**config.mk**
```make
export PLATFORM = sky130hd
export DESIGN_NAME = lp_mode_ctrl
export DESIGN_NICKNAME = d
export VERILOG_FILES = /design/src/rtl/lpm_pkg.sv /design/src/rtl/lpm_wait_cnt.sv /design/src/rtl/lpm_init_seq.sv /design/src/rtl/lp_mode_ctrl.sv
export SDC_FILE = /design/constraint.sdc
export NUM_CORES = 1
export LEC_CHECK = 0
export BUFFER_PORTS_ARGS = -buffer_cell sky130_fd_sc_hd__buf_2
export CELL_PAD_IN_SITES_DETAIL_PLACEMENT = 0
export CELL_PAD_IN_SITES_GLOBAL_PLACEMENT = 2
export CORE_ASPECT_RATIO = 1.1
export CORE_UTILIZATION = 38
export CTS_BUF_LIST = sky130_fd_sc_hd__clkbuf_16
export CTS_CLUSTER_DIAMETER = 200
export CTS_CLUSTER_SIZE = 10
export DETAILED_ROUTE_END_ITERATION = 10
export GPL_TIMING_DRIVEN = 0
export PLACE_DENSITY_LB_ADDON = 0.15
export SETUP_SLACK_MARGIN = 0.4
export SYNTH_ARGS = -nofsm -noshare
export SYNTH_HDL_FRONTEND = slang
export SYNTH_SLANG_ARGS = --single-unit
export TNS_END_PERCENT = 30
```
**constraint.sdc**
```tcl
create_clock -name clk -period 3.42 [get_ports clk]
set_input_delay 0.171 -clock clk [delete_from_list [all_inputs] [get_ports clk]]
set_output_delay 0.171 -clock clk [all_outputs]
set_load 0.05 [all_outputs]
```
**src/rtl/lpm_pkg.sv**
```systemverilog
package lpm_pkg;
  localparam logic [3:0] CMD_NOP   = 4'd0;
  localparam logic [3:0] CMD_DESL  = 4'd1;
  localparam logic [3:0] CMD_ACT   = 4'd2;
  localparam logic [3:0] CMD_READ  = 4'd3;
  localparam logic [3:0] CMD_WRITE = 4'd4;
  localparam logic [3:0] CMD_PRE   = 4'd5;
  localparam logic [3:0] CMD_PALL  = 4'd6;
  localparam logic [3:0] CMD_REF   = 4'd7;
  localparam logic [3:0] CMD_MRS   = 4'd8;
  localparam logic [3:0] CMD_EMRS  = 4'd9;
  localparam logic [3:0] CMD_BST   = 4'd10;

  typedef enum logic [2:0] {
    MD_NORM  = 3'd0,
    MD_PDN   = 3'd1,
    MD_SREF  = 3'd2,
    MD_DPD   = 3'd3,
    MD_RECOV = 3'd4,
    MD_INIT  = 3'd5
  } lpm_mode_e;

  function automatic logic is_quiet(input logic [3:0] c);
    return (c == CMD_NOP) || (c == CMD_DESL);
  endfunction
endpackage

```
**src/rtl/lpm_wait_cnt.sv**
```systemverilog
module lpm_wait_cnt #(
  parameter int W = 8
) (
  input  logic         clk,
  input  logic         rst,
  input  logic         load,
  input  logic [W-1:0] load_val,
  input  logic         dec,
  output logic         zero
);
  logic [W-1:0] cnt_q;

  always_ff @(posedge clk) begin
    if (rst)                    cnt_q <= '0;
    else if (load)              cnt_q <= load_val;
    else if (dec && cnt_q != 0) cnt_q <= cnt_q - 1'b1;
  end

  assign zero = (cnt_q == '0);


  cnt_no_wrap_chk: assert property (@(posedge clk) disable iff (rst)
    (zero && !load) |=> zero);
endmodule

```
**src/rtl/lpm_init_seq.sv**
```systemverilog
module lpm_init_seq #(
  parameter int INIT_REFS = 2
) (
  input  logic       clk,
  input  logic       rst,
  input  logic       clear,
  input  logic       advance,
  output logic [3:0] exp_cmd,
  output logic       last
);
  import lpm_pkg::*;

  localparam int STEPS = INIT_REFS + 3;
  localparam int SW    = $clog2(STEPS);

  logic [SW-1:0] step_q;

  always_ff @(posedge clk) begin
    if (rst || clear)          step_q <= '0;
    else if (advance && !last) step_q <= step_q + 1'b1;
  end

  always_comb begin
    if (step_q == '0)                        exp_cmd = CMD_PALL;
    else if (step_q <= SW'(INIT_REFS))       exp_cmd = CMD_REF;
    else if (step_q == SW'(INIT_REFS + 1))   exp_cmd = CMD_MRS;
    else                                     exp_cmd = CMD_EMRS;
  end

  assign last = (step_q == SW'(STEPS - 1));


  seq_in_range_chk: assert property (@(posedge clk) disable iff (rst)
    step_q <= SW'(STEPS - 1));
endmodule

```
**src/rtl/lp_mode_ctrl.sv**
```systemverilog
module lp_mode_ctrl #(
  parameter int REFC_CYC  = 12,
  parameter int INIT_WAIT = 40000,
  parameter int INIT_REFS = 2
) (
  input  logic       clk,
  input  logic       rst,
  input  logic       cke,
  input  logic [3:0] cmd,
  input  logic       banks_idle,
  output logic [2:0] mode,
  output logic       cmd_ok,
  output logic       cmd_err
);
  import lpm_pkg::*;

  localparam int MAXW = (REFC_CYC > INIT_WAIT) ? REFC_CYC : INIT_WAIT;
  localparam int CW   = $clog2(MAXW + 1);

  lpm_mode_e mode_q, nxt_mode;
  logic      ok_q, err_q, cke_q;
  logic      nxt_ok, nxt_err;
  logic      cnt_load, cnt_dec, cnt_zero;
  logic [CW-1:0] cnt_val;
  logic      seq_clear, seq_adv, seq_last;
  logic [3:0] seq_cmd;
  logic      quiet, fall;

  assign quiet = is_quiet(cmd);
  assign fall  = cke_q && !cke;

  lpm_wait_cnt #(.W(CW)) wait_i (
    .clk(clk), .rst(rst), .load(cnt_load), .load_val(cnt_val),
    .dec(cnt_dec), .zero(cnt_zero)
  );

  lpm_init_seq #(.INIT_REFS(INIT_REFS)) seq_i (
    .clk(clk), .rst(rst), .clear(seq_clear), .advance(seq_adv),
    .exp_cmd(seq_cmd), .last(seq_last)
  );

  always_comb begin
    nxt_mode  = mode_q;
    nxt_ok    = 1'b0;
    nxt_err   = 1'b0;
    cnt_load  = 1'b0;
    cnt_val   = CW'(REFC_CYC - 1);
    cnt_dec   = 1'b0;
    seq_clear = 1'b0;
    seq_adv   = 1'b0;
    case (mode_q)
      MD_NORM: begin
        if (cke) nxt_ok = 1'b1;
        else if (fall && quiet) begin
          nxt_mode = MD_PDN; nxt_ok = 1'b1;
        end else if (fall && cmd == CMD_REF && banks_idle) begin
          nxt_mode = MD_SREF; nxt_ok = 1'b1;
        end else if (fall && cmd == CMD_BST && banks_idle) begin
          nxt_mode = MD_DPD; nxt_ok = 1'b1;
        end else nxt_err = 1'b1;
      end
      MD_PDN: begin
        if (cke) begin
          if (quiet) begin nxt_mode = MD_NORM; nxt_ok = 1'b1; end
          else nxt_err = 1'b1;
        end
      end
      MD_SREF: begin
        if (cke) begin
          if (quiet) begin
            nxt_mode = MD_RECOV; nxt_ok = 1'b1; cnt_load = 1'b1;
          end else nxt_err = 1'b1;
        end
      end
      MD_DPD: begin
        if (cke) begin
          nxt_mode  = MD_INIT;
          cnt_load  = 1'b1;
          cnt_val   = CW'(INIT_WAIT);
          seq_clear = 1'b1;
        end
      end
      MD_RECOV: begin
        cnt_dec = 1'b1;
        if (cke && quiet) begin
          nxt_ok = 1'b1;
          if (cnt_zero) nxt_mode = MD_NORM;
        end else nxt_err = 1'b1;
      end
      MD_INIT: begin
        if (!cke) nxt_err = 1'b1;
        else if (!cnt_zero) begin
          cnt_dec = 1'b1;
          if (quiet) nxt_ok = 1'b1; else nxt_err = 1'b1;
        end else if (quiet) nxt_ok = 1'b1;
        else if (cmd == seq_cmd) begin
          nxt_ok  = 1'b1;
          seq_adv = 1'b1;
          if (seq_last) nxt_mode = MD_NORM;
        end else nxt_err = 1'b1;
      end
      default: nxt_mode = MD_NORM;
    endcase
  end

  always_ff @(posedge clk) begin
    if (rst) begin
      mode_q <= MD_NORM;
      ok_q   <= 1'b0;
      err_q  <= 1'b0;
      cke_q  <= 1'b1;
    end else begin
      mode_q <= nxt_mode;
      ok_q   <= nxt_ok;
      err_q  <= nxt_err;
      cke_q  <= cke;
    end
  end

  assign mode    = mode_q;
  assign cmd_ok  = ok_q;
  assign cmd_err = err_q;


  ok_err_excl_chk: assert property (@(posedge clk) disable iff (rst)
    !(ok_q && err_q));


  dpd_needs_idle_chk: assert property (@(posedge clk) disable iff (rst)
    (mode_q == MD_NORM && cke_q && !cke && cmd == CMD_BST && !banks_idle)
      |=> (mode_q == MD_NORM && err_q));


  dpd_inputs_ignored_chk: assert property (@(posedge clk) disable iff (rst)
    (mode_q == MD_DPD && !cke) |=> (mode_q == MD_DPD && !ok_q && !err_q));


  dpd_exit_init_chk: assert property (@(posedge clk) disable iff (rst)
    (mode_q == MD_DPD && cke) |=> (mode_q == MD_INIT));


  init_exit_norm_chk: assert property (@(posedge clk) disable iff (rst)
    (mode_q == MD_INIT) |=> (mode_q == MD_INIT || mode_q == MD_NORM));


  recov_busy_chk: assert property (@(posedge clk) disable iff (rst)
    (mode_q == MD_RECOV && cke && !quiet) |=> (err_q && mode_q == MD_RECOV));
endmodule

```
==> results.env <==
DIE-AREA_SQ_MM=0.004621
ROUTED_WL_UM=4245
CRITPATHBUFINV=2
ROUTABILITYCONGESTION=0.8033
REG2REG_PATH_DEPTH=8
CTS.SINK_COUNT=25
DETAIL_ROUTE.FIRST_PASS.ITERATIONS=4
CP_DATA_ARRIVAL_TIME_PS=2340
PERIOD_UTILIZATION_POST_ROUTE=0.6211
HOLD_WS_PS=198.7
YOSYS.CELL_TYPES.COUNT=56
NNETSFINAL=233
FILLERS=427
CRITICAL_PATH.ENDPOINT_TYPE='flip-flop'
WORST-SLEW-PIN-TRANSITION_PS=485.3
CRIT_PATH_CELL_TRACE='clkbuf_1 -> inv_1 -> ha_1 -> mux2i_1 -> nand3b_1 -> o211a_1 -> a2111oi_0 -> a211o_1'
TIMING.FINAL.MAX_SLEW_VIOLATIONS=0
ASYNC_RESET_FF_FRAC=0
R2R-END='cmd_err'
PLACE_AREA_SQ_MM=0.001774
SYNTHESIS.AREA_PER_INSTANCE_SQ_UM=8.108
NUMBER_OF_ENABLE_TYPE_REGISTER_CELLS_IN_THE_SYNTHESIZED_NETLIST=0
CLKSLEWWORSTSETUPHOLDPATHS_PS=70
FP.COREAREA_SQ_MM=0.004054
VIAS=1591
MAPPEDNETLISTNETS=217
CLOCK_TREE.ROOT_CELL='sky130_fd_sc_hd__clkbuf_16'
SEQ_CELLS_POST_SYNTH=25
MAX-CLOCK-PATH-BUFFERS=2
WORST_IR_DROP_VDD_uV=216.0
SYNTH_FF_TYPE='sky130_fd_sc_hd__dfxtp_1'
SYN-CELL-AREA_SQ_MM=0.001654
FINISH.INSTANCE_AREA_SQ_MM=0.001857
FINALCLOCKSKEW_PS=4.204
DIODES=0
FINAL.SETUP.TNS_PS=0
WORSTREG2REGSTART='seq_i.step_q[2]'
HOLD_PATH_STARTPOINT='cke'
GRT_START_MAX_NET_PINS=16
YOSYS_WARNINGS=0
FLOORPLAN.DIE.WIDTH_UM=64.91
FINAL_CRITICAL_PATH_SETUP_SLACK_PS=1296
PLACEMENT.IO_BUFFERS=11
SETUP_VIOL=0
CRITICAL_PATH.STARTPOINT_TYPE='flip-flop'
TIMING.HOLD.WORST_PATH_DEPTH=3
PIN_COUNT=13
TOTAL_GLOBAL_ROUTING_TRACK_UTILIZATION=0.1917
CRITPATHSLOWESTCELL='sky130_fd_sc_hd__a2111oi_0'
DIE_H_UM=71.20
SEQ_AREA_FRAC_SYNTH=0.3026
MET3WIRELENGTH_UM=109
FIRST_GLOBAL_VIAS=1520
HOLD_VIOL=0
CTS_TREE='yes'
REQUIRED_PS=3630
PATH_MAX_FANOUT=7
CAP_VIOL_MAX_COUNT=0
RESIZE_COUNT_POST_CTS=0
WORST_SLEW_MARGIN_REL=0.6740
GLOBAL_ROUTE_WIRE_LENGTH_BEFORE_REPAIR_UM=6837
GLOBAL_ROUTE_TOTAL_OVERFLOW=0
DRT-WIRELENGTH-PER-CELL_UM=15.66
DETAIL_ROUTE.VIAS_PER_CELL=5.871
TOPROUTINGLAYERUSED='met4'
ANTENNA_VIOLATIONS_BEFORE_REPAIR=0
SYN-INSTANCE-COUNT=204
ANT_NETS=0
CTS.HTREE.LEVELS=1
TOTAL_LEAKAGE_POWER_uW=0.0006986
POSTCTSHOLDBUFS=0
POST-DP-HPWL_UM=3180
CLK_LATENCY_PS=260
OUTCOME='finished clean'
CLOCK.FMAX_MHz=470.7
INITIAL_STANDARD_CELL_UTILIZATION_OF_THE_CORE=0.4080
WORSTHOLDPATHTYPE='input port to flip-flop'
DRIVE_ABOVE_1_SHARE=0.1370
CRITICAL_SETUP_PATH_CLASS='flip-flop to flip-flop'
WORST-R2R-SETUP-SLACK_PS=1300
DRC=0
DETAILEDPLACE.WORSTSLACK_PS=1340
AREA_GROWTH_PCT=12.25
NETLIST.TOP_CELL.BY_AREA='sky130_fd_sc_hd__dfxtp_1'
SYNTH_TOP_AREA_SHARE=0.3026
DRT_ITER0_DRC=50
CRITPATHTOPFAMILY='compound AO/OA/AOI/OAI gates'
CRIT_PATH_LARGEST_CELL_DELAY_PS=430
MET1_WL_UM=1930
RSZ_0062_RAISED_AFTER_GLOBAL_ROUTING='no'
POST-CTS-SETUP-BUFFERS=0
MET2_WIRELENGTH_UM=2153
POST-ROUTE-MIN-PERIOD_PS=2124
POWER_PER_CELL_AREA_mW_PER_MM2=489.9
TRITONCTS.NUM_BUFFERS=3
YS_TOP_CELLS_BY_AREA='sky130_fd_sc_hd__dfxtp_1 30%, sky130_fd_sc_hd__a21oi_1 6.1%, sky130_fd_sc_hd__ha_1 3.8%'
AREA_OF_COMBINATIONAL_CELLS_WITH_MULTIPLE_INPUTS_SQ_MM=0.001067
ROWS=24
REGISTER_AREA_SQ_UM=500.5
MIN_TO='cke_q'
## per-stage QoR
step           power [uW]  std cells  utilization
2_1_floorplan       570.3        204            -
3_3_place_gp        637.6        267       0.4377
3_5_place_dp        640.0        267       0.4377
4_1_cts             917.0        271       0.4580
5_1_grt             958.2        271       0.4580
6_report            909.6        271       0.4580
## logic make-up (layout without fill, tap and decap cells)
logic type               after synthesis  after routing  synth area share
AND/OR/NAND/NOR                       84             84            0.3132
AO/OA/AOI/OAI                         61             61            0.2504
XOR/XNOR                               6              6           0.03177
adder cells (fa/ha/maj)                6              6           0.04387
flip-flops                            25             25            0.3026
multiplexers                           1              1          0.006052
buffers and inverters                 21             36           0.05219
## placed cells by master, fill, tap and decap left out, types with 3 or more instances in the layout
cell type | synthesis | routed
sky130_fd_sc_hd__clkbuf_1 | 5 | 5
sky130_fd_sc_hd__nor4_1 | 5 | 5
sky130_fd_sc_hd__o31ai_1 | 3 | 3
sky130_fd_sc_hd__o21ai_0 | 9 | 9
sky130_fd_sc_hd__nand3b_1 | 4 | 4
sky130_fd_sc_hd__o21ai_1 | 4 | 4
sky130_fd_sc_hd__nand2_1 | 7 | 7
sky130_fd_sc_hd__nor3_1 | 8 | 8
sky130_fd_sc_hd__or4_1 | 5 | 5
sky130_fd_sc_hd__clkbuf_16 | 0 | 3
sky130_fd_sc_hd__a21oi_1 | 20 | 20
sky130_fd_sc_hd__ha_1 | 5 | 5
sky130_fd_sc_hd__nand4_1 | 7 | 7
sky130_fd_sc_hd__nand3_1 | 7 | 7
sky130_fd_sc_hd__inv_1 | 12 | 12
sky130_fd_sc_hd__or3_1 | 8 | 8
sky130_fd_sc_hd__dfxtp_1 | 25 | 25
sky130_fd_sc_hd__xor2_1 | 6 | 6
sky130_fd_sc_hd__buf_2 | 3 | 14
sky130_fd_sc_hd__nand2b_1 | 4 | 4
sky130_fd_sc_hd__nor3b_1 | 3 | 3
sky130_fd_sc_hd__nor2_1 | 10 | 10
## cell type report
cell class	count	share of cell area
multi-input combinational	158	0.5748
sequential	25	0.2695
clock buffer	3	0.04043
tap	52	0.03504
timing repair buffer	11	0.02965
inverter	12	0.02426
buffer	9	0.02224
clock inverter	1	0.004043
## flip-flops by register name (all words and copies together), names as in the netlist
| register | cells |
|---|---|
| wait_i.cnt_q | 16 |
| mode | 3 |
| seq_i.step_q | 3 |
| cke_q | 1 |
| cmd_err | 1 |
| cmd_ok | 1 |
## how the worst max path moves through the flow
stage / from / to / slack, ps / depth (start not counted)
final: seq_i.step_q[2] / cmd_err / 1300 / 8
after global routing: seq_i.step_q[2] / cmd_err / 1080 / 8
after CTS: seq_i.step_q[2] / cmd_err / 1320 / 8
after detailed placement: mode[2] / wait_i.cnt_q[14] / 1340 / 7
after global placement: mode[2] / wait_i.cnt_q[14] / 1390 / 7
after floorplan: mode[2] / wait_i.cnt_q[14] / 1260 / 7
## layer usage
layer	up-vias	GRT usage
li1	805	-
met1	752	0.2289
met2	30	0.3333
met3	4	0.02097
met4	0	0.09877
met5	-	0
## report_power, final
| group | internal, uW | switching (uW) | total, uW |
|---|---|---|---|
| Sequential | 310 | 12.8 | 323 |
| Clock | 159 | 114 | 273 |
| Combinational | 108 | 206 | 314 |
| Total | 577 | 333 | 910 |
## worst min-delay path, delay by kind of cell
kind | cells | cell delay [ps]
buffers and inverters | 2 | 150
and+or+nand+nor | 1 | 100
## synthesized netlist by cell type (3+ instances only)
master	n
sky130_fd_sc_hd__clkbuf_1	5
sky130_fd_sc_hd__nand2_1	7
sky130_fd_sc_hd__nand4_1	7
sky130_fd_sc_hd__nor3b_1	3
sky130_fd_sc_hd__nor2_1	10
sky130_fd_sc_hd__inv_1	12
sky130_fd_sc_hd__o31ai_1	3
sky130_fd_sc_hd__nand2b_1	4
sky130_fd_sc_hd__nor3_1	8
sky130_fd_sc_hd__nor4_1	5
sky130_fd_sc_hd__ha_1	5
sky130_fd_sc_hd__nand3_1	7
sky130_fd_sc_hd__dfxtp_1	25
sky130_fd_sc_hd__xor2_1	6
sky130_fd_sc_hd__buf_2	3
sky130_fd_sc_hd__o21ai_1	4
sky130_fd_sc_hd__a21oi_1	20
sky130_fd_sc_hd__or3_1	8
sky130_fd_sc_hd__or4_1	5
sky130_fd_sc_hd__nand3b_1	4
sky130_fd_sc_hd__o21ai_0	9
(Power assumes the default switching activity.)
